<file path="config.mk">
export PLATFORM = sky130hd
export DESIGN_NAME = vec_elem_sequencer
export DESIGN_NICKNAME = d
export VERILOG_FILES = /design/src/rtl/vseq_pkg.sv /design/src/rtl/vseq_enable_mask.sv /design/src/rtl/vseq_lowest_pick.sv /design/src/rtl/vseq_fault_log.sv /design/src/rtl/vseq_ctrl.sv /design/src/rtl/vec_elem_sequencer.sv
export SDC_FILE = /design/constraint.sdc
export NUM_CORES = 1
export LEC_CHECK = 0
export ABC_AREA = 1
export BUFFER_PORTS_ARGS = -buffer_cell sky130_fd_sc_hd__buf_2
export CAP_MARGIN = 20
export CORE_ASPECT_RATIO = 1.25
export CORE_MARGIN = 3
export CORE_UTILIZATION = 49
export CTS_CLUSTER_SIZE = 30
export DETAILED_ROUTE_END_ITERATION = 16
export PLACE_DENSITY = 0.75
export SLEW_MARGIN = 20
export SYNTH_ARGS = -nofsm -noshare
export SYNTH_HDL_FRONTEND = slang
export SYNTH_SLANG_ARGS = --single-unit
</file>
<file path="constraint.sdc">
create_clock -name clk -period 3.2 [get_ports clk]
set_clock_uncertainty 0.2 [all_clocks]
set_input_delay 0.32 -clock clk [delete_from_list [all_inputs] [get_ports clk]]
set_output_delay 0.32 -clock clk [all_outputs]
set_load 0.05 [all_outputs]
</file>
<file path="src/rtl/vseq_pkg.sv">
// Package: vseq_pkg
// Shared types for the vector element issue sequencer.
// Assumes nothing beyond being compiled ahead of the modules that import it.
package vseq_pkg;

    // Control state of the sequencer
    typedef enum logic {
        ST_IDLE = 1'b0,
        ST_RUN  = 1'b1
    } vseq_state_e;

    // Fault handling mode captured at instruction start
    typedef enum logic {
        MODE_PRECISE = 1'b0,
        MODE_DEFER   = 1'b1
    } vseq_mode_e;

endpackage

</file>
<file path="src/rtl/vseq_enable_mask.sv">
// Module: vseq_enable_mask
// Works out which elements of an instruction take part. An element is enabled
// when its index is below the count, its predicate bit is set and its
// completion bit is clear. Counts above N enable every index, which clamps
// them to N.
// Assumes CW is wide enough to hold N.
module vseq_enable_mask #(
    parameter int N  = 32,
    parameter int CW = 6
) (
    input  logic [CW-1:0] vl,
    input  logic [N-1:0]  pred,
    input  logic [N-1:0]  skip,
    output logic [N-1:0]  en
);

    // One enable term per element position
    for (genvar i = 0; i < N; i++) begin : g_en
        assign en[i] = pred[i] & ~skip[i] & (CW'(i) < vl);
    end

endmodule

</file>
<file path="src/rtl/vseq_lowest_pick.sv">
// Module: vseq_lowest_pick
// Finds the lowest set bit of a request vector. It gives a one-hot grant,
// the binary index of that bit, and a flag that is set when any bit is set.
// Assumes N >= 2 and IW = clog2(N). Purely combinational.
module vseq_lowest_pick #(
    parameter int N  = 32,
    parameter int IW = 5
) (
    input  logic [N-1:0]  req,
    output logic          any,
    output logic [IW-1:0] idx,
    output logic [N-1:0]  onehot
);

    logic [N:0] below;

    assign below[0] = 1'b0;

    // Prefix chain: below[i] is set when a lower request exists
    for (genvar i = 0; i < N; i++) begin : g_chain
        assign below[i+1] = below[i] | req[i];
        assign onehot[i]  = req[i] & ~below[i];
    end

    assign any = below[N];

    // Encode the one-hot grant into a binary index
    always_comb begin
        idx = '0;
        for (int i = 0; i < N; i++) begin
            if (onehot[i]) begin
                idx = idx | IW'(i);
            end
        end
    end

endmodule

</file>
<file path="src/rtl/vseq_fault_log.sv">
// Module: vseq_fault_log
// Keeps the fault report of the current instruction: one mask bit for each
// faulting element, a summary flag, and the index of the first recorded
// fault. Elements arrive in ascending order, so the first recorded index is
// also the lowest.
// Assumes clear and rec never occur together, because clear only happens
// while the sequencer is idle.
module vseq_fault_log #(
    parameter int N  = 32,
    parameter int IW = 5
) (
    input  logic          clk,
    input  logic          rst_n,
    input  logic          clear,
    input  logic          rec,
    input  logic [IW-1:0] rec_idx,
    output logic          fault_flag,
    output logic [IW-1:0] fault_idx,
    output logic [N-1:0]  fault_mask
);

    // Clear on a new instruction, otherwise accumulate faulting elements
    always_ff @(posedge clk) begin
        if (!rst_n) begin
            fault_flag <= 1'b0;
            fault_idx  <= '0;
            fault_mask <= '0;
        end else if (clear) begin
            fault_flag <= 1'b0;
            fault_idx  <= '0;
            fault_mask <= '0;
        end else if (rec) begin
            fault_mask[rec_idx] <= 1'b1;
            if (!fault_flag) begin
                fault_flag <= 1'b1;
                fault_idx  <= rec_idx;
            end
        end
    end

    // The reported first fault must be one of the recorded faults
    assert_first_in_mask_R10: assert property (@(posedge clk) disable iff (!rst_n)
        fault_flag |-> fault_mask[fault_idx]);

    // A later fault never replaces the first reported index
    assert_first_kept_R10: assert property (@(posedge clk) disable iff (!rst_n)
        fault_flag && !clear |=> fault_flag && fault_idx == $past(fault_idx));

    // The report holds between instructions while nothing is recorded
    assert_report_held_R11: assert property (@(posedge clk) disable iff (!rst_n)
        !clear && !rec |=> $stable(fault_mask) && $stable(fault_idx) && $stable(fault_flag));

endmodule

</file>
<file path="src/rtl/vseq_ctrl.sv">
// Module: vseq_ctrl
// Sequencing control. It accepts an instruction while idle and captures the
// enabled-element set, base register and fault mode. It then offers the
// lowest pending element on each cycle, retires it on a handshake and ends
// when nothing is pending or when a precise-mode fault occurs. The done pulse
// goes out on the cycle after the final handshake.
// Assumes the pick inputs are driven from the pend output by a lowest-bit
// selector.
module vseq_ctrl
    import vseq_pkg::*;
#(
    parameter int N  = 32,
    parameter int IW = 5,
    parameter int AW = 5
) (
    input  logic          clk,
    input  logic          rst_n,
    input  logic          start_valid,
    output logic          start_ready,
    input  logic [N-1:0]  en_mask,
    input  logic [AW-1:0] start_base,
    input  logic          start_defer,
    output logic          issue_valid,
    input  logic          issue_ready,
    output logic [IW-1:0] issue_idx,
    output logic [AW-1:0] issue_reg,
    input  logic          issue_fault,
    output logic [N-1:0]  pend,
    input  logic          pick_any,
    input  logic [IW-1:0] pick_idx,
    input  logic [N-1:0]  pick_oh,
    output logic          done,
    output logic          log_clear,
    output logic          log_rec
);

    vseq_state_e   state;
    vseq_mode_e    mode_q;
    logic [AW-1:0] base_q;
    logic [N-1:0]  en_q;
    logic          done_q;
    logic          hs;
    logic          accept;
    logic [N-1:0]  pend_next;
    logic          finish;

    // Handshake and accept strobes
    always_comb begin
        start_ready = (state == ST_IDLE);
        accept      = start_ready & start_valid;
        issue_valid = (state == ST_RUN) & pick_any;
        hs          = issue_valid & issue_ready;
    end

    // Remaining work after the current handshake, and whether this ends it
    always_comb begin
        pend_next = pend & ~pick_oh;
        finish    = (pend_next == '0) | (issue_fault & (mode_q == MODE_PRECISE));
    end

    // Element address: index offset from the captured base, wrapping
    always_comb begin
        issue_idx = pick_idx;
        issue_reg = base_q + AW'(pick_idx);
    end

    // Strobes to the fault log
    always_comb begin
        log_clear = accept;
        log_rec   = hs & issue_fault;
        done      = done_q;
    end

    // Control state, pending set and done pulse
    always_ff @(posedge clk) begin
        if (!rst_n) begin
            state  <= ST_IDLE;
            pend   <= '0;
            done_q <= 1'b0;
        end else begin
            done_q <= 1'b0;
            case (state)
                ST_IDLE: begin
                    if (start_valid) begin
                        pend <= en_mask;
                        if (en_mask == '0) begin
                            done_q <= 1'b1;
                        end else begin
                            state <= ST_RUN;
                        end
                    end
                end
                ST_RUN: begin
                    if (hs) begin
                        if (finish) begin
                            pend   <= '0;
                            state  <= ST_IDLE;
                            done_q <= 1'b1;
                        end else begin
                            pend <= pend_next;
                        end
                    end
                end
                default: state <= ST_IDLE;
            endcase
        end
    end

    // Per-instruction context captured on acceptance
    always_ff @(posedge clk) begin
        if (!rst_n) begin
            base_q <= '0;
            mode_q <= MODE_PRECISE;
            en_q   <= '0;
        end else if (accept) begin
            base_q <= start_base;
            mode_q <= start_defer ? MODE_DEFER : MODE_PRECISE;
            en_q   <= en_mask;
        end
    end

    // No new instruction can be taken while an element is on offer
    assert_no_start_while_issuing_R2: assert property (@(posedge clk) disable iff (!rst_n)
        issue_valid |-> !start_ready);

    // Only elements enabled at acceptance are ever offered
    assert_offer_enabled_R5: assert property (@(posedge clk) disable iff (!rst_n)
        issue_valid |-> en_q[issue_idx]);

    // A handshaken element is retired and never offered again
    assert_retired_R4: assert property (@(posedge clk) disable iff (!rst_n)
        hs |=> !pend[$past(issue_idx)]);

    // Stalled offer holds its element
    assert_stall_hold_R12: assert property (@(posedge clk) disable iff (!rst_n)
        issue_valid && !issue_ready |=> issue_valid && $stable(issue_idx));

    // A precise-mode fault halts issue and raises done next cycle
    assert_precise_halt_R9: assert property (@(posedge clk) disable iff (!rst_n)
        hs && issue_fault && (mode_q == MODE_PRECISE) |=> !issue_valid && done);

endmodule

</file>
<file path="src/rtl/vec_elem_sequencer.sv">
// Module: vec_elem_sequencer
// Top level of the predicated vector element issue sequencer. It turns one
// vector instruction into ordered per-element operations on contiguous
// registers. Masked or already-complete elements are skipped. Faults are
// reported with a precise stop or as a deferred mask.
// Assumes the downstream unit gives issue_fault in the same cycle it
// accepts an element, and that MAX_VL >= 2.
module vec_elem_sequencer #(
    parameter int MAX_VL = 32,
    parameter int REG_AW = 5,
    localparam int IDX_W = $clog2(MAX_VL),
    localparam int CNT_W = $clog2(MAX_VL + 1)
) (
    input  logic              clk,
    input  logic              rst_n,
    input  logic              start_valid,
    output logic              start_ready,
    input  logic [CNT_W-1:0]  start_vl,
    input  logic [REG_AW-1:0] start_base,
    input  logic [MAX_VL-1:0] start_pred,
    input  logic [MAX_VL-1:0] start_skip,
    input  logic              start_defer,
    output logic              issue_valid,
    input  logic              issue_ready,
    output logic [IDX_W-1:0]  issue_idx,
    output logic [REG_AW-1:0] issue_reg,
    input  logic              issue_fault,
    output logic              done,
    output logic              fault_flag,
    output logic [IDX_W-1:0]  fault_idx,
    output logic [MAX_VL-1:0] fault_mask
);

    logic [MAX_VL-1:0] en_mask;
    logic [MAX_VL-1:0] pend;
    logic [MAX_VL-1:0] pick_oh;
    logic [IDX_W-1:0]  pick_idx;
    logic              pick_any;
    logic              log_clear;
    logic              log_rec;

    vseq_enable_mask #(
        .N  (MAX_VL),
        .CW (CNT_W)
    ) u_enable (
        .vl   (start_vl),
        .pred (start_pred),
        .skip (start_skip),
        .en   (en_mask)
    );

    vseq_lowest_pick #(
        .N  (MAX_VL),
        .IW (IDX_W)
    ) u_pick (
        .req    (pend),
        .any    (pick_any),
        .idx    (pick_idx),
        .onehot (pick_oh)
    );

    vseq_ctrl #(
        .N  (MAX_VL),
        .IW (IDX_W),
        .AW (REG_AW)
    ) u_ctrl (
        .clk         (clk),
        .rst_n       (rst_n),
        .start_valid (start_valid),
        .start_ready (start_ready),
        .en_mask     (en_mask),
        .start_base  (start_base),
        .start_defer (start_defer),
        .issue_valid (issue_valid),
        .issue_ready (issue_ready),
        .issue_idx   (issue_idx),
        .issue_reg   (issue_reg),
        .issue_fault (issue_fault),
        .pend        (pend),
        .pick_any    (pick_any),
        .pick_idx    (pick_idx),
        .pick_oh     (pick_oh),
        .done        (done),
        .log_clear   (log_clear),
        .log_rec     (log_rec)
    );

    vseq_fault_log #(
        .N  (MAX_VL),
        .IW (IDX_W)
    ) u_log (
        .clk        (clk),
        .rst_n      (rst_n),
        .clear      (log_clear),
        .rec        (log_rec),
        .rec_idx    (issue_idx),
        .fault_flag (fault_flag),
        .fault_idx  (fault_idx),
        .fault_mask (fault_mask)
    );

endmodule

</file>
==> out/qor.txt <==
Area grow syn2layout - 52.1%
Final-report hold violation count - 0
Top post-synthesis cells by area - dfxtp_1, nor2_1, a21oi_1, nand2_1, inv_1
GPL Wtd Cong - 0.960
Area of the die - 0.0117 sq mm
Post-Synth Adder-Cell Area - 1.37%
Pwr per Cell Area - 473 mW/mm^2
Core Box Area - 0.0102 sq mm
Ys Warns - 0
CTS tree - done
IO buf count - 131
Max Fclk - 0.249 GHz
Drt wl/cell - 15.3 microns
TritonCTS buffer count - 9
Top-area cell type share of the netlist area - 30.6%
Top_reg_cell synth - dfxtp_1
VDD IR-drop max - 0.348 mV
Syn Std Cell Area - 0.00511 sq mm
Pre-CTS WS - -0.663 ns
Outcome - complete, but fails checks
Pre-antenna DRT Iters - 6
Critical Path AT - 3.50 ns
Placed Area - 0.00693 sq mm
Min setup slack post-route - -0.824 ns
I/O pins - 132
Inserted Diodes - 0
Kind of start point of the critical path - flip-flop
Crit Path Class - flip-flop to output port
CP Data Required Time - 2.68 ns
Hold crit path type - primary input to flip-flop
CTS clk-pin slew, worst paths - 0.06 ns
Slew @ Worst Pin - 0.806 ns
Reg2reg setup slack - -0.04 ns
TNS Setup - -3.54 ns
Simple-Gate Fraction of Synth Area - 40.1%
Min cycle time layout - 4.02 ns
Post-synthesis sequential area ratio - 30.6%
Synth async-reset ratio - 0%
Via count - 6445
Vias in the first global route - 6342
Slew Viols, Final - 0
WL final - 18200 microns
Mapped Avg Cell Area - 6.40 sq um
Post-synth EDFFs - 0
Crit. End Element - output port
Final instance area - 0.00777 sq mm
Synth Register Bits - 78
FF-to-FF path depth - 20
Reg-to-reg endpoint - u_log.fault_mask[16]
Lkg Pwr - 3.66 nW
Max cap viols - 0
Core Rows - 41
Largest net degree at the start of global routing - 45
Antenna viol nets, final - 0
Initial antenna violation count - 0
Failing checks - setup timing
Placed cells - 1158
Die Y - 120 microns
Root Buffer - clkbuf_16
Total congestion overflow - 0
Synth Area in Compound Gates - 17.5%
Vias per Instance - 5.43
Main combinational cell family by area after synthesis - simple AND/OR/NAND/NOR gates
Clk buf depth - 2
P_int - 2.36 mW
Die width - 97.3 microns
Netlist cell types - 46
Syn Nets - 884
GRT Util Overall - 30.2%
Sw Ratio - 35.7%
CP peak stage delay - 0.33 ns
RSZ-0062 raised after global routing - yes
Synth area leader - dfxtp_1
WHS Endpoint - u_ctrl.base_q[3]
Min-Delay Path Depth - 3
Post-synthesis xor/xnor area fraction - 0.686%
Hold-fix buffers, CTS - 0
Worst reg2reg startpoint - u_ctrl.pend[2]
Cells along the critical path - nor2_2 > nand2_4 > nor2_8 > nand4_4 > nor2_8 > nand4_4 > nor3_4 > nand4_1 > nor2_2 > nand4_2 > nor2_4 > nand3_4 > nand2_8 > ha_4 > fa_2 > nand3_2 > nand2_4 > xnor2_4 > xnor2_4 > buf_6
Hold wc startpoint - start_base[3]
Final period util - 126%
Psw - 1.31 mW
Initial core utilization - 50.3%
Clock Sinks - 78
Worst skew pair latency - 0.34 ns
Syn Inst Count - 798
Post-Layout Cell Count - 1188
Post-synthesis mux area share - 0%
Relative slew slack - 46.1%
Worst path slowest cell - dfxtp_1
DP Wirelength - 13100 microns
Residual DRC - 0
Setup Viol. Count Final - 12
Share of power burned in registers - 29.2%
Combinational power share - 41.3%
Global-route wire length before repair - 29000 microns
Crit-path max FO - 5
Clk pwr share - 29.6%
Share of cells above drive strength 1 - 34.9%
Initial DRC Count - 480
Final nets - 1142
CTS H-tree depth - 3
[power by group through the flow]
stage	combinational [mW]	clock [mW]	sequential (mW)
2_1_floorplan	0.775	0	1.14
6_report	1.52	1.09	1.07
5_1_grt	1.62	1.14	1.08
3_3_place_gp	1.24	0	1.09
3_5_place_dp	1.24	0	1.09
4_1_cts	1.40	1.09	1.07
[repair_timing]
action | CTS | global route
gates cloned | 1 | 2
endpoints found under the hold margin | 0 | 0
setup buffers | 6 | 10
pin swaps | 20 | 7
gates resized for setup | 57 | 38
endpoints found under the setup margin | 16 | 81
[flip-flops by register name, indices dropped and copies added, names as in the netlist]
register,count
u_ctrl.mode_q,1
u_ctrl.state,1
u_log.fault_mask,32
u_ctrl.pend,32
u_log.fault_flag,1
u_log.fault_idx,5
u_ctrl.done,1
u_ctrl.base_q,5
[metal layers]
| metal | up-vias | GRT usage, % | wire length, microns |
|---|---|---|---|
| li1 | 3178 | - | - |
| met1 | 2995 | 32.6 | 6660 |
| met2 | 215 | 57.8 | 10000 |
| met3 | 57 | 3.69 | 812 |
| met4 | 0 | 14.8 | 680 |
| met5 | - | 0 | 0 |
[cell type report]
type                    instances  area [sq um]
clock buffers                  10           239
clock inverters                 4          72.6
fillers                       789          2390
inverters                      93           352
multi-input cells             596          3390
flip-flops and latches         78          1570
well taps                     129           161
repair buffers                278          1990
[cells in the mapped netlist, types with 2 or more instances]
master     instances
nor2_2             3
nor2_8             2
nor4_1             4
nand2_1          121
o21ai_0           50
xnor2_1            2
nand4_2            2
nand3_2            3
inv_2              2
nand4_1           21
nand3_1           57
nor2_4             5
nor4b_1            6
nor3_1            17
nor2_1           154
o2111ai_1          5
nand4_4            5
nand2_2            3
nand2_4            2
buf_6              4
dfxtp_1           78
or2_2              2
xor2_1             2
ha_1               4
o41ai_1            2
a211oi_1           3
a21oi_1           97
clkbuf_1          21
nand3b_1          11
buf_2              5
inv_1             90
[worst max-delay path, delay by kind of cell (launching register included)]
kind                       cells  cell delay (ns)
buffers and inverters          1             0.18
and+or+nand+nor               15             2.02
xor gates and xnor gates       2             0.28
adders and majority gates      2             0.36
DFF                            1             0.33
[stage by stage]
step | utilization (%) | total power [mW] | hold slack [ns]
4_1_cts | 74.2 | 3.55 | 0.00570
3_5_place_dp | 68.3 | 2.33 | 0.240
5_1_grt | 76.5 | 3.84 | 0.0311
3_3_place_gp | 68.3 | 2.32 | 0.237
2_1_floorplan | - | 1.91 | 0.239
6_report | 76.5 | 3.67 | 0.0232
[cells in the final DEF, fill, tap and decap left out, drive strengths merged]
cell type | synthesis | layout
nor3b | 1 | 1
nor2 | 164 | 164
dfxtp | 78 | 78
clkinvlp | 0 | 1
or4 | 1 | 1
inv | 92 | 92
or2 | 2 | 2
nor3 | 18 | 18
nor4 | 4 | 4
o21a | 1 | 1
nand3b | 11 | 11
clkbuf | 21 | 12
bufinv | 0 | 2
a2111o | 1 | 1
buf | 10 | 276
clkinv | 1 | 2
nor4b | 6 | 6
o21ai | 52 | 52
a31oi | 1 | 1
xor2 | 2 | 2
a21oi | 98 | 98
o21bai | 1 | 1
nand4 | 28 | 28
nand2 | 126 | 126
fa | 1 | 1
o41ai | 2 | 2
ha | 4 | 4
o311a | 1 | 1
o2111ai | 5 | 5
a21boi | 1 | 1
nand3 | 60 | 60
xnor2 | 2 | 2
a211oi | 3 | 3
[worst max-delay path by stage]
stage	startpoint	endpoint	slack [ns]	cells past startpoint
2_1_floorplan	u_ctrl.pend[5]	issue_reg[4]	-0.69	18
3_3_place_gp	u_ctrl.pend[1]	issue_reg[4]	-0.58	20
3_5_place_dp	u_ctrl.pend[5]	issue_reg[4]	-0.66	20
4_1_cts	u_ctrl.pend[0]	issue_reg[4]	-0.72	20
5_1_grt	u_ctrl.pend[0]	issue_reg[4]	-1.00	20
6_report	u_ctrl.pend[2]	issue_reg[4]	-0.82	20
[cell families (layout without fill, tap and decap cells)]
logic type                 Yosys count  count (layout)
xor gates and xnor gates             4               4
buffers and inverters              124             385
DFF                                 78              78
AOI/OAI and AO/OA                  166             166
adders and majority gates            5               5
and+or+nand+nor                    421             421
(Power assumes the default switching activity.)
